**src/rtl/dctimer_pkg.sv**
```systemverilog
package dctimer_pkg;
  localparam int NCH    = 5;
  localparam int DATA_W = 32;
  localparam int ADDR_W = 8;
  localparam int CTRL_W = 4 * (NCH + 1);

  localparam logic [ADDR_W-1:0] ADDR_CTRL = 8'h08;
  localparam logic [ADDR_W-1:0] ADDR_IRQ  = 8'h44;
  localparam logic [ADDR_W-1:0] ADDR_OBS_LAST = 8'h40;

  // control group base: a one-group hole follows channel 0
  function automatic int grp_lsb(int c);
    return (c == 0) ? 0 : 4 * (c + 1);
  endfunction

  function automatic int start_pos(int c);
    return grp_lsb(c);
  endfunction

  function automatic int upd_pos(int c);
    return grp_lsb(c) + 1;
  endfunction

  function automatic int inv_pos(int c);
    return grp_lsb(c) + 2;
  endfunction

  function automatic int arl_pos(int c);
    return (c == NCH - 1) ? grp_lsb(c) + 2 : grp_lsb(c) + 3;
  endfunction

  function automatic logic [CTRL_W-1:0] ctrl_mask();
    logic [CTRL_W-1:0] m;
    m = '0;
    for (int c = 0; c < NCH; c++) begin
      m[start_pos(c)] = 1'b1;
      m[upd_pos(c)]   = 1'b1;
      m[arl_pos(c)]   = 1'b1;
      if (c != NCH - 1) m[inv_pos(c)] = 1'b1;
    end
    return m;
  endfunction

  function automatic logic [ADDR_W-1:0] cntb_addr(int c);
    return ADDR_W'(12 + 12 * c);
  endfunction

  function automatic logic [ADDR_W-1:0] cmpb_addr(int c);
    return ADDR_W'(16 + 12 * c);
  endfunction

  function automatic logic [ADDR_W-1:0] obs_addr(int c);
    return (c == NCH - 1) ? ADDR_OBS_LAST : ADDR_W'(20 + 12 * c);
  endfunction
endpackage

```
**src/rtl/dctimer_chan.sv**
```systemverilog
module dctimer_chan #(
  parameter int CNT_W = 16
) (
  input  logic             clk,
  input  logic             rst,
  input  logic             tick,
  input  logic             run,
  input  logic             upd,
  input  logic             arl,
  input  logic             inv,
  input  logic [CNT_W-1:0] cnt_buf,
  input  logic [CNT_W-1:0] cmp_buf,
  output logic [CNT_W-1:0] cnt,
  output logic             expire,
  output logic             pwm
);
  logic [CNT_W-1:0] cnt_q, cmp_q;
  logic             pwm_q;
  logic             at_zero;

  assign at_zero = (cnt_q == '0);
  assign expire  = run && tick && !upd && at_zero;

  always_ff @(posedge clk) begin
    if (rst) begin
      cnt_q <= '0;
      cmp_q <= '0;
    end else if (upd) begin
      cnt_q <= cnt_buf;
      cmp_q <= cmp_buf;
    end else if (run && tick) begin
      if (!at_zero)  cnt_q <= cnt_q - 1'b1;
      else if (arl)  cnt_q <= cnt_buf;
    end
  end

  always_ff @(posedge clk) begin
    if (rst) pwm_q <= 1'b0;
    else     pwm_q <= (cnt_q > cmp_q) ^ inv;
  end

  assign cnt = cnt_q;
  assign pwm = pwm_q;
endmodule

```
**src/rtl/dctimer_regs.sv**
```systemverilog
module dctimer_regs
  import dctimer_pkg::*;
#(
  parameter int CNT_W = 16
) (
  input  logic                       clk,
  input  logic                       rst,
  input  logic                       we,
  input  logic                       re,
  input  logic [ADDR_W-1:0]          addr,
  input  logic [DATA_W-1:0]          wdata,
  output logic [DATA_W-1:0]          rdata,
  input  logic [NCH-1:0]             expire,
  input  logic [NCH-1:0][CNT_W-1:0]  cnt_live,
  output logic [NCH-1:0]             run,
  output logic [NCH-1:0]             upd,
  output logic [NCH-1:0]             arl,
  output logic [NCH-1:0]             inv,
  output logic [NCH-1:0][CNT_W-1:0]  cnt_buf,
  output logic [NCH-1:0][CNT_W-1:0]  cmp_buf,
  output logic [NCH-1:0]             status,
  output logic [NCH-1:0]             irq
);
  localparam logic [CTRL_W-1:0] CTRL_MASK = ctrl_mask();

  logic [CTRL_W-1:0]            ctrl_q, ctrl_d;
  logic [NCH-1:0][CNT_W-1:0]    cntb_q, cmpb_q;
  logic [NCH-1:0]               ien_q, ien_d, ist_q, ist_d, irq_q;
  logic [DATA_W-1:0]            rd_mux, rdata_q;
  logic                         wr_ctrl, wr_irq;
  logic                         unused_bits;

  assign unused_bits = ^wdata[DATA_W-1:CTRL_W];
  assign wr_ctrl = we && (addr == ADDR_CTRL);
  assign wr_irq  = we && (addr == ADDR_IRQ);

  always_comb begin
    ctrl_d = ctrl_q;
    if (wr_ctrl) ctrl_d = wdata[CTRL_W-1:0] & CTRL_MASK;
    for (int c = 0; c < NCH; c++)
      if (expire[c] && !ctrl_q[arl_pos(c)]) ctrl_d[start_pos(c)] = 1'b0;
  end

  always_comb begin
    ien_d = ien_q;
    ist_d = ist_q;
    if (wr_irq) begin
      ien_d = wdata[NCH-1:0];
      ist_d = ist_q & ~wdata[2*NCH-1:NCH];
    end
    ist_d = ist_d | expire;
  end

  always_ff @(posedge clk) begin
    if (rst) begin
      ctrl_q <= '0;
      ien_q  <= '0;
      ist_q  <= '0;
      irq_q  <= '0;
    end else begin
      ctrl_q <= ctrl_d;
      ien_q  <= ien_d;
      ist_q  <= ist_d;
      irq_q  <= ist_d & ien_d;
    end
  end

  always_ff @(posedge clk) begin
    if (rst) begin
      cntb_q <= '0;
      cmpb_q <= '0;
    end else if (we) begin
      for (int c = 0; c < NCH; c++) begin
        if (addr == cntb_addr(c)) cntb_q[c] <= wdata[CNT_W-1:0];
        if (c != NCH - 1 && addr == cmpb_addr(c)) cmpb_q[c] <= wdata[CNT_W-1:0];
      end
    end
  end

  always_comb begin
    rd_mux = '0;
    if (addr == ADDR_CTRL) rd_mux[CTRL_W-1:0] = ctrl_q;
    if (addr == ADDR_IRQ)  rd_mux[2*NCH-1:0] = {ist_q, ien_q};
    for (int c = 0; c < NCH; c++) begin
      if (addr == cntb_addr(c)) rd_mux[CNT_W-1:0] = cntb_q[c];
      if (c != NCH - 1 && addr == cmpb_addr(c)) rd_mux[CNT_W-1:0] = cmpb_q[c];
      if (addr == obs_addr(c)) rd_mux[CNT_W-1:0] = cnt_live[c];
    end
  end

  always_ff @(posedge clk) begin
    if (rst)     rdata_q <= '0;
    else if (re) rdata_q <= rd_mux;
    else         rdata_q <= '0;
  end

  for (genvar c = 0; c < NCH; c++) begin : g_fields
    assign run[c] = ctrl_q[start_pos(c)];
    assign upd[c] = ctrl_q[upd_pos(c)];
    assign arl[c] = ctrl_q[arl_pos(c)];
    if (c == NCH - 1) begin : g_noinv
      assign inv[c] = 1'b0;
    end else begin : g_inv
      assign inv[c] = ctrl_q[inv_pos(c)];
    end
  end

  assign cnt_buf = cntb_q;
  assign cmp_buf = cmpb_q;
  assign status  = ist_q;
  assign irq     = irq_q;
  assign rdata   = rdata_q;
endmodule

```
**src/rtl/dctimer_bank.sv**
```systemverilog
module dctimer_bank
  import dctimer_pkg::*;
#(
  parameter int CNT_W = 16
) (
  input  logic              clk,
  input  logic              rst,
  input  logic [NCH-1:0]    tick_en,
  input  logic              bus_we,
  input  logic              bus_re,
  input  logic [ADDR_W-1:0] bus_addr,
  input  logic [DATA_W-1:0] bus_wdata,
  output logic [DATA_W-1:0] bus_rdata,
  output logic [NCH-1:0]    irq,
  output logic [NCH-1:0]    pwm
);
  logic [NCH-1:0]            run_w, upd_w, arl_w, inv_w, exp_w, ist_w;
  logic [NCH-1:0][CNT_W-1:0] cnt_w, cntb_w, cmpb_w;

  dctimer_regs #(.CNT_W(CNT_W)) regs_i (
    .clk      (clk),
    .rst      (rst),
    .we       (bus_we),
    .re       (bus_re),
    .addr     (bus_addr),
    .wdata    (bus_wdata),
    .rdata    (bus_rdata),
    .expire   (exp_w),
    .cnt_live (cnt_w),
    .run      (run_w),
    .upd      (upd_w),
    .arl      (arl_w),
    .inv      (inv_w),
    .cnt_buf  (cntb_w),
    .cmp_buf  (cmpb_w),
    .status   (ist_w),
    .irq      (irq)
  );

  for (genvar c = 0; c < NCH; c++) begin : g_chan
    dctimer_chan #(.CNT_W(CNT_W)) chan_i (
      .clk     (clk),
      .rst     (rst),
      .tick    (tick_en[c]),
      .run     (run_w[c]),
      .upd     (upd_w[c]),
      .arl     (arl_w[c]),
      .inv     (inv_w[c]),
      .cnt_buf (cntb_w[c]),
      .cmp_buf (cmpb_w[c]),
      .cnt     (cnt_w[c]),
      .expire  (exp_w[c]),
      .pwm     (pwm[c])
    );
  end
endmodule

```
**config.mk**
```make
export PLATFORM = sky130hd
export DESIGN_NAME = dctimer_bank
export DESIGN_NICKNAME = d
export VERILOG_FILES = /design/src/rtl/dctimer_pkg.sv /design/src/rtl/dctimer_chan.sv /design/src/rtl/dctimer_regs.sv /design/src/rtl/dctimer_bank.sv
export SDC_FILE = /design/constraint.sdc
export NUM_CORES = 1
export LEC_CHECK = 0
export BUFFER_PORTS_ARGS = -buffer_cell sky130_fd_sc_hd__buf_2
export CAP_MARGIN = 5
export CORE_MARGIN = 8
export CORE_UTILIZATION = 60
export DETAILED_ROUTE_END_ITERATION = 10
export PLACE_DENSITY = 0.88
export SYNTH_ARGS = -nofsm -noshare
export SYNTH_HDL_FRONTEND = slang
export SYNTH_SLANG_ARGS = --single-unit
```
**constraint.sdc**
```tcl
create_clock -name clk -period 4.4 [get_ports clk]
set_input_delay 0.88 -clock clk [delete_from_list [all_inputs] [get_ports clk]]
set_output_delay 0.88 -clock clk [all_outputs]
set_load 0.05 [all_outputs]
```
# Word-level counts from Yosys, hierarchy flattened
# Index checks and enable logic that the tools add are counted.
# W data, S select, Z words.
[op_classes]
n_addsub = 5
mul = 0
div_mod_pow = 0
magnitude_cmp = 5
n_eq_ne = 21
shifts = 0
mux = 38
bitwise = 10
n_reduce_logical = 63
[op_table]
columns = ["op", "n"]
rows = [
  ["$mux W16", 34],
  ["$logic_not A16 Y1", 5],
  ["$sub A16 B1 Y16 const B", 5],
  ["$eq A8 B6 Y1 const B", 8],
  ["$gt A16 B16 Y1", 4],
  ["$eq A8 B5 Y1 const B", 4],
  ["$reduce_and A2 Y1", 14],
  ["$mux W23", 1],
  ["$logic_and A1 B1 Y1", 22],
  ["$eq A8 B4 Y1 const B", 2],
  ["$eq A8 B7 Y1 const B", 2],
  ["$gt A16 B1 Y1 const B", 1],
  ["$ne A3 B3 Y1 const B", 5],
  ["$reduce_or A2 Y1", 6],
  ["$and A5 B5 Y5", 2],
  ["$logic_not A1 Y1", 10],
  ["$mux W10", 1],
  ["$mux W5", 2],
  ["$reduce_bool A2 Y1", 5],
  ["$not A5 Y5", 1],
  ["$or A5 B5 Y5", 1],
  ["$xor A1 B1 Y1", 4],
  ["$reduce_or A3 Y1", 1],
  ["$not A1 Y1", 2],
]
[totals]
register_bits = 358
latchBits = 0
ram_bits = 0
mem_bits_ro = 0
inputBits = 49
output_inout_bits = 42
elab_cells = 177
n_memories = 0

# Depth between registers and ports, before layout
# Gate-level depths: netlist of run 1.
[logic_depth]
depth_word = 17
mapped_depth = 11

# Hierarchy
# Synthesis of run 1 repeated with hierarchy kept, for this count alone.
[hier_totals]
hier_cells = 2632
hier_area_um2 = 20862.5
[modules_own_cells]
columns = ["mod", "n_inst", "cells_each", "area_each_um2", "seq_area_each_um2"]
rows = [
  ["dctimer_chan", 5, 257, 2192.1, 660.6],
  ["dctimer_regs", 1, 1347, 9902.0, 4023.9],
]

# Least setup slack after synthesis of run 1
# No wires, ideal clock.
[synth_path]
kind = "input-to-reg"
start = "input port bus_addr[5]"
end = "register regs_i.cntb_q (netlist bit regs_i.cnt_buf[15])"
setup_ps = 132
t_arrival_ps = 2474
t_required_ps = 4268
slack_ps = 1793
path_stages = 9
cell_sequence = "buf_2 or4_1 buf_2 nor2_2 buf_4 nand2_1 clkbuf_1 nand2_1 a21oi_1"
[synth_via]
elab_chain_cells = 2
[synth_lines]
columns = ["item", "line_no", "source"]
rows = [
  ["start: declaration", "dctimer_bank.sv:11", "input logic [ADDR_W-1:0] bus_addr,"],
  ["$eq A8 B4 Y1", "dctimer_regs.sv:74", "if (addr == cntb_addr(c)) cntb_q[c] <= wdata[CNT_W-1:0];"],
  ["$reduce_and A2 Y1 (no source line)", "--", ""],
  ["end signal: indexed assignment", "dctimer_regs.sv:74", ""],
  ["end: declaration", "dctimer_regs.sv:27", "logic [NCH-1:0][CNT_W-1:0] cntb_q, cmpb_q;"],
]
# Every way passes these cells.
# A chain may end at the register's enable or synchronous reset.

# Worst setup path in the final report of run 1
[layout_path]
start = "input port bus_addr[4]"
end = "register regs_i.cntb_q (netlist bit regs_i.cnt_buf[13])"
# The elaborated chain is that of the path after synthesis.

==> metrics.md, run 1 <==
| Metric | Value |
|---|---|
| Mapped Cells | `2,418` |
| Post-CTS setup buffers | `0` |
| Worst-path fanout max | `19` |
| Min cycle time layout | `3.147 ns` |
| Worst Setup Start Kind | `input pin` |
| CP Data Required Time | `4.75 ns` |
| Die Area | `0.03714 mm^2` |
| Worst Hold Class | `reg2reg` |
| Total track usage | `0.3761` |
| Total power draw | `6.986 mW` |
| Most frequent cells in the layout | `387 x nand2_1, 350 x dfxtp_1, 296 x a21oi_1` |
| CTS buffer count | `38` |
| CORE AREA | `0.03067 mm^2` |
| Max clock buf depth | `3` |
| Final RePlAce weighted congestion | `1.029` |
| Leak pwr | `7.444 nW` |
| HPWL Detailed | `51.72 mm` |
| Final Hold Fails | `0` |
| Primary FF master, synth | `dfxtp_1` |
| I/O Pins | `91` |
| Largest net degree at the start of global routing | `189` |
| Crit Path Class | `in2reg` |
| CTS tree | `yes` |
| Slew headroom | `0.1663` |
| Number of routed nets with antenna violations | `0` |
| # clock sinks | `350` |
| Yosys warnings | `0` |
| Post-CTS Resized | `0` |
| Hold_buf cts | `0` |
| Worst slew pin tran | `1.251 ns` |
| # port buffers | `72` |
| Status | `complete, no violations` |
| Routed wire per std cell | `25.69 um` |
| Clk_lat worst skew | `0.53 ns` |
| Max-cap violation count | `0` |
| Clock-pin slew on the worst setup and hold paths | `0.06 ns` |
| Vias | `19,221` |
| Core Rows | `64` |
| Sequential cell area fraction in the yosys report | `0.3740` |
| Vias per inst | `6.843` |
| First-pass DRT Iterations | `6` |
| Clock Skew | `0.02259 ns` |
| DRT Wirelength | `72.16 mm` |
| Nets | `2,509` |
| Vias in the first global route | `17,438` |
| Layout Utilization | `0.6679` |
| Synth Cell Area | `0.01874 mm^2` |
| Pwr/cell area | `341.1 mW/mm^2` |
| Max Freq | `0.3177 GHz` |
| Setup violators final | `0` |
| Die X-Extent | `192.7 um` |
| Ratio of cells with drive above 1 in the final layout | `0.09166` |
| Final slew viol count | `0` |
| First-pass GRT wire length | `106.8 mm` |
| Setup_tns | `0 ns` |
| Starting Density | `0.6109` |
| Data arrival time of the worst path | `3.50 ns` |
| Root Driver | `clkbuf_16` |
| Element type at the critical path end | `flop` |
| Initial antenna violation count | `3` |
| Grt total ovfl | `0` |
| Most common cell after layout, fill and taps aside | `nand2_1` |
| DRC Markers | `0` |
| RSZ-0062 raised after global routing | `no` |
| Fin crit share | `0.7153` |
| VDD IR max | `0.3338 mV` |
| Unique masters post-synth | `78` |
| Async set or reset register ratio after synthesis | `0` |
| Post-synth EDFFs | `0` |
| Die H | `192.7 um` |
| DRT iter0 DRCs | `3,235` |
| FF+latch count, synth | `350` |
| Area Growth Syn to Fin | `9.329%` |
| Avg Cell Area, Syn | `7.749 um^2` |
| H-tree Lvls | `2` |
Yosys cell counts (all sizes together) (6+ instances only):
cell | number | area, um^2
and3 | 13 | 81.33
and2 | 13 | 81.33
nor4 | 27 | 196.4
mux2 | 8 | 90.09
ha | 74 | 925.9
o221ai | 8 | 70.07
nor3 | 56 | 285.3
nor4b | 8 | 76.32
nor3b | 6 | 45.04
buf | 77 | 436.7
a21oi | 296 | 1481
a21o | 11 | 82.58
a211oi | 35 | 262.8
nand4 | 23 | 143.9
nor2b | 23 | 143.9
nor2 | 216 | 818.3
or2 | 7 | 43.80
nand2b | 8 | 50.05
o21a | 9 | 67.56
a31oi | 13 | 81.33
a22oi | 24 | 180.2
nand2 | 387 | 1453
o22ai | 30 | 187.7
o211ai | 20 | 150.1
nand3 | 66 | 330.3
o31ai | 7 | 52.55
inv | 117 | 439.2
or4 | 12 | 93.84
dfxtp | 350 | 7007
clkbuf | 118 | 442.9
o32ai | 41 | 374.1
or3 | 11 | 68.82
or4b | 6 | 60.06
mux2i | 111 | 1111
o21ai | 102 | 510.5
a221oi | 12 | 111.4
metrics by stage:
step / cells / hold slack [ns] / cell area (um^2) / setup slack, ns
after floorplan: 2426 / 0.4363 / 18770 / 1.793
after global placement: 2742 / 0.4413 / 19120 / 0.8949
after detailed placement: 2742 / 0.4614 / 19120 / 0.8796
after CTS: 2807 / 0.4667 / 20480 / 1.343
after global routing: 2809 / 0.4880 / 20480 / 1.072
final: 2809 / 0.4666 / 20480 / 1.253
where the power goes:
part / switching [mW] / leakage (nW) / total (mW) / internal [mW]
sequential: 0.00324 / 2.82 / 3.17 / 3.17
clock: 1.34 / 0.663 / 3.50 / 2.16
combinational: 0.253 / 3.96 / 0.317 / 0.0639
metal layers:
| metal | part of all wire | vias up | global-route usage |
|---|---|---|---|
| met5 | 0.00017 | - | 0 |
| met4 | 0.056 | 2 | 0.1842 |
| met3 | 0.13 | 274 | 0.07734 |
| met2 | 0.41 | 1366 | 0.5367 |
| met1 | 0.40 | 9052 | 0.5307 |
| li1 | - | 8527 | - |
flip-flops by register name, indices dropped and copies added (netlist names):
name and count:
g_chan.chan_i.pwm 5, regs_i.irq 5, regs_i.rdata 23, g_chan.chan_i.cnt 80, g_chan.chan_i.cmp_q 64, regs_i.ien_q 5
regs_i.ctrl_q 19, regs_i.cmp_buf 64, regs_i.status 5, regs_i.cnt_buf 80
cells by family after synthesis:
family | share of synthesized area
and+or+nand+nor | 0.2170
AOI/OAI and AO/OA | 0.2224
DFF | 0.3740
buffers and inverters | 0.07058
muxes | 0.06651
adders and majority gates | 0.04942
other | 0.0002001
worst max-delay path, cell delays in order:
cell and delay [ns]:
buf_2 0.25, or4_1 0.86, nor2_2 0.57, buf_4 0.28, nand2_1 0.37, nand2_1 0.20, a21oi_1 0.08
layout make-up:
type                            instances  area (um^2)
Tap cell                              396        495.5
Fill cell                            2521        10180
Inverter                              118        442.9
Clock buffer                           45         1039
Antenna cell                            2        5.005
Timing Repair Buffer                  115        718.2
Multi-Input combinational cell       1763        10460
Sequential cell                       350         7007
Clock inverter                         20        317.8
path summary, 6_finish.rpt:
| kind | from | endpoint | slack [ns] | cells past startpoint |
|---|---|---|---|---|
| setup / recovery | bus_addr[4] | regs_i.cnt_buf[13] | 1.25 | 7 |
| hold reg to reg | regs_i.cnt_buf[18] | regs_i.cnt_buf[18] | 0.47 | 2 |
| hold / removal | regs_i.cnt_buf[18] | regs_i.cnt_buf[18] | 0.47 | 2 |
| setup reg to reg | g_chan[4].chan_i.cnt[0] | g_chan[4].chan_i.cnt[9] | 1.33 | 7 |
No activity file was read; power rests on OpenSTA's default activity.
==> run 2: changes to the inputs <==
--- a/config.mk
+++ b/config.mk
@@ -5,6 +5,7 @@
 export SDC_FILE = /design/constraint.sdc
 export NUM_CORES = 1
 export LEC_CHECK = 0
+export ABC_AREA = 1
 export BUFFER_PORTS_ARGS = -buffer_cell sky130_fd_sc_hd__buf_2
 export CAP_MARGIN = 5
 export CORE_MARGIN = 8
==> constraint.sdc (replaced) <==
create_clock -name clk -period 3.08 [get_ports clk]
set_input_delay 0.616 -clock clk [delete_from_list [all_inputs] [get_ports clk]]
set_output_delay 0.616 -clock clk [all_outputs]
set_load 0.05 [all_outputs]
==> run 2 against run 1 <==
  * Power up 33%
  * Register-to-register slack worse by 0.54 ns
  * Sequential share of layout area up 0.78 points
  * Synthesized cell count up 9.6%
  * Global-route usage down 6.3 points
  * Setup slack worse by 0.46 ns
  * Final cell count up 9.5%
  * Sequential power up 43%
  * First-iteration DRC count down 34%
  * Area after synthesis down 1.9%
  * Clock-buffer cell count up 6
  * Largest cell class unchanged
==> metrics.md, run 2 <==
| Metric | Value |
|---|---|
| Status | `complete, no violations` |
| HPWL Detailed | `41.64 mm (-19%)` |
| Most common cell after layout, fill and taps aside | `nand2_1` |
| Min cycle time layout | `2.286 ns` |
| Final slew viol count | `0 (unchanged)` |
| Total power draw | `9.296 mW (+33%)` |
| WP buf/inv | `2 (unchanged)` |
| Primary FF master, synth | `dfxtp_1` |
| Post-CTS setup buffers | `0 (unchanged)` |
| Worst Setup SP | `g_chan[3].chan_i.cnt[0]` |
| Clock-pin slew on the worst setup and hold paths | `0.06 ns (about the same)` |
| Die H | `191.0 um (-0.88%)` |
| Die Area | `0.03648 mm^2 (-1.8%)` |
| Max clock buf depth | `3 (unchanged)` |
| First-pass DRT Iterations | `10 (+4)` |
| Avg Cell Area, Syn | `6.932 um^2 (-11%)` |
| Starting Density | `0.6055 (-0.005384)` |
| CTS tree | `yes` |
| Element type at the critical path end | `flop` |
| First-pass GRT wire length | `91.48 mm (-14%)` |
| Synth Cell Area | `0.01838 mm^2 (-1.9%)` |
| Worst Hold Class | `in2reg` |
| Synth top area cells | `dfxtp_1 38%, a21oi_1 9.3%, o21ai_0 8.8%` |
| Root Driver | `clkbuf_16` |
| Area Growth Syn to Fin | `8.987%` |
| Unique masters post-synth | `57 (-27%)` |
| Post-synth EDFFs | `0 (unchanged)` |
| Core Rows | `64 (unchanged)` |
| Max-cap violation count | `0 (unchanged)` |
| Clk_lat worst skew | `0.53 ns (about the same)` |
| Ratio of cells with drive above 1 in the final layout | `0.09328 (+0.001620)` |
| Die X-Extent | `191.0 um (-0.88%)` |
| Leak pwr | `8.495 nW (+14%)` |
| RR Endpoint | `regs_i.irq[3]` |
| Worst slew pin tran | `0.7321 ns (-0.5185 ns)` |
| Fin crit share | `0.7421` |
| Crit Path Class | `reg2reg` |
| Largest net degree at the start of global routing | `154 (-19%)` |
| Nets | `2,777 (+11%)` |
| Peak per-stage delay on the critical path | `0.57 ns (-0.29 ns)` |
| # port buffers | `72 (unchanged)` |
| Async set or reset register ratio after synthesis | `0 (unchanged)` |
| Comb pwr share | `0.038 (-0.007)` |
| CP Cell Sequence | `inv_1 > ha_1 > inv_1 > nor3_1 > nand4_1 > nor3_1 > a21oi_1 > nor4_1` |
| Sequential cell area fraction in the yosys report | `0.3813 (+0.007307)` |
| Mapped Cells | `2,651 (+9.6%)` |
| Setup violators final | `0 (unchanged)` |
| Clk pwr share | `0.474 (-0.026)` |
| Total track usage | `0.3131 (-0.06298)` |
| Cell accounting for the most synthesized area | `dfxtp_1` |
| Clock Skew | `0.01464 ns (-0.007951 ns)` |
| Initial antenna violation count | `2 (-1)` |
| Max Freq | `0.4375 GHz` |
| Setup_tns | `0 ns (unchanged)` |
| Hold_buf cts | `0 (unchanged)` |
| CP Depth | `8 (+1)` |
| VDD IR max | `0.7154 mV (+110%)` |
| CP top delay family | `simple AND/OR/NAND/NOR gates` |
| Post-CTS Resized | `0 (unchanged)` |
| Data arrival time of the worst path | `2.69 ns (-0.81 ns)` |
| # clock sinks | `350 (unchanged)` |
| CTS buffer count | `37 (-2.6%)` |
| I/O Pins | `91 (unchanged)` |
| Worst-path fanout max | `6 (-13)` |
| Slew headroom | `0.5119 (+0.3456)` |
| Synth cell count leaders | `421 x nand2_1, 350 x dfxtp_1, 342 x a21oi_1` |
| Vias | `18,325 (-4.7%)` |
| DRT iter0 DRCs | `2,136 (-34%)` |
| WHS Endpoint | `regs_i.ctrl_q[22]` |
| Final RePlAce weighted congestion | `0.9516 (-7.5%)` |
| Most frequent cells in the layout | `421 x nand2_1, 350 x dfxtp_1, 342 x a21oi_1` |
| Sw Pwr | `2.168 mW (+36%)` |
| Grt total ovfl | `0 (unchanged)` |
| Vias per inst | `5.957 (-13%)` |
| Worst r2r path cells | `8 (+1)` |
| Layout fillers | `2,664 (+5.7%)` |
| DRC Markers | `0 (unchanged)` |
| CP Data Required Time | `3.48 ns (-1.27 ns)` |
| Vias in the first global route | `16,973 (-2.7%)` |
| FF+latch count, synth | `350 (unchanged)` |
| Reg2reg setup slack | `0.79 ns (-0.54 ns)` |
| CORE AREA | `0.03035 mm^2 (-1.0%)` |
| Worst Setup Start Kind | `flop` |
| Number of routed nets with antenna violations | `0 (unchanged)` |
| RSZ-0062 raised after global routing | `no` |
| Final Hold Fails | `0 (unchanged)` |
| Diode count | `0 (-2)` |
| Reg power frac | `0.488 (+0.034)` |
| Int Power | `7.128 mW (+32%)` |
| Yosys top cell area share | `0.3813 (+0.007307)` |
| H-tree Lvls | `2 (unchanged)` |
| CP max stage cell | `nor3_1` |
| Yosys warnings | `0 (unchanged)` |
| DRT Wirelength | `58.62 mm (-19%)` |
| Launching point of the worst reg2reg path | `g_chan[3].chan_i.cnt[0]` |
| Hold depth | `3 (+1)` |
| Most frequent cell after synthesis | `nand2_1` |
| Pwr/cell area | `464.1 mW/mm^2 (+36%)` |
| Sw Ratio | `0.2332 (+0.004939)` |
| Routed wire per std cell | `19.06 um (-26%)` |
| HP Start | `bus_wdata[22]` |
-- run 2: cell types whose count changed after synthesis, moves of 31 or more --
cell      delta
a211oi_1    -31
a21oi_1     +46
inv_1      +202
mux2i_1    -111
nand2_1     +34
nand3_1     +44
nand4_1     +32
nor2_1      +48
o21ai_0    +232
o32ai_1     -39
xor2_1      +31
-- run 2: stage by stage --
stage	std cells	utilization	hold WS [ns]	setup WS (ns)	instance area, um^2
3_3_place_gp	3011	0.6211	0.4471	0.4321	18850
6_report	3076	0.6600	0.3725	0.7942	20030
5_1_grt	3076	0.6600	0.3989	0.5835	20030
2_1_floorplan	2659	-	0.4307	1.220	18410
3_5_place_dp	3011	0.6211	0.4534	0.4032	18850
4_1_cts	3076	0.6600	0.3616	0.8339	20030
-- run 2: final cells by class --
cell class,count,area (um^2),share of cell area
Clock buffer,51,1071,0.05347
Tap cell,396,495.5,0.02474
Sequential cell,350,7007,0.3498
Clock inverter,14,108.9,0.005435
Multi-Input combinational cell,1807,9339,0.4663
Inverter,346,1308,0.06528
Timing Repair Buffer,112,700.7,0.03498
-- run 2: cells by family (layout without fill, tap and decap cells) --
group,after synthesis,in the layout,share of synthesized area
compound gates,735,735,0.2092
buf+inv,502,523,0.1122
other cells,1,9,0.0002041
flops,350,350,0.3813
fa+ha+maj,74,74,0.05038
simple gates,946,946,0.2263
xor+xnor,43,43,0.02049
-- run 2: routing by layer --
metal	track usage	vias to the layer above	routed length, um
li1	-	8703	-
met1	0.3919	8435	22300
met2	0.5090	963	26990
met3	0.05673	220	6030
met4	0.1629	4	3274
met5	0	-	29
-- run 2: how the worst max path moves through the flow --
| stage | endpoint | slack [ns] |
|---|---|---|
| floorplan | regs_i.rdata[14] | 1.22 |
| global placement | regs_i.ctrl_q[16] | 0.43 |
| detailed placement | regs_i.ctrl_q[16] | 0.40 |
| CTS | g_chan[4].chan_i.cnt[12] | 0.83 |
| global route | g_chan[4].chan_i.cnt[12] | 0.58 |
| finish | regs_i.irq[3] | 0.79 |
-- run 2: power by group through the flow --
stage / registers (mW) / logic, mW / clock network (mW)
after detailed placement: 4.64 / 0.334 / 0
after floorplan: 4.64 / 0.216 / 0
final: 4.54 / 0.349 / 4.41
after global routing: 4.54 / 0.367 / 4.61
after global placement: 4.64 / 0.329 / 0
after CTS: 4.54 / 0.336 / 4.42
-- run 2: worst min-delay path, stage by stage --
cell and delay, ns:
buf_2 0.07, o21ai_0 0.07, a21oi_1 0.11
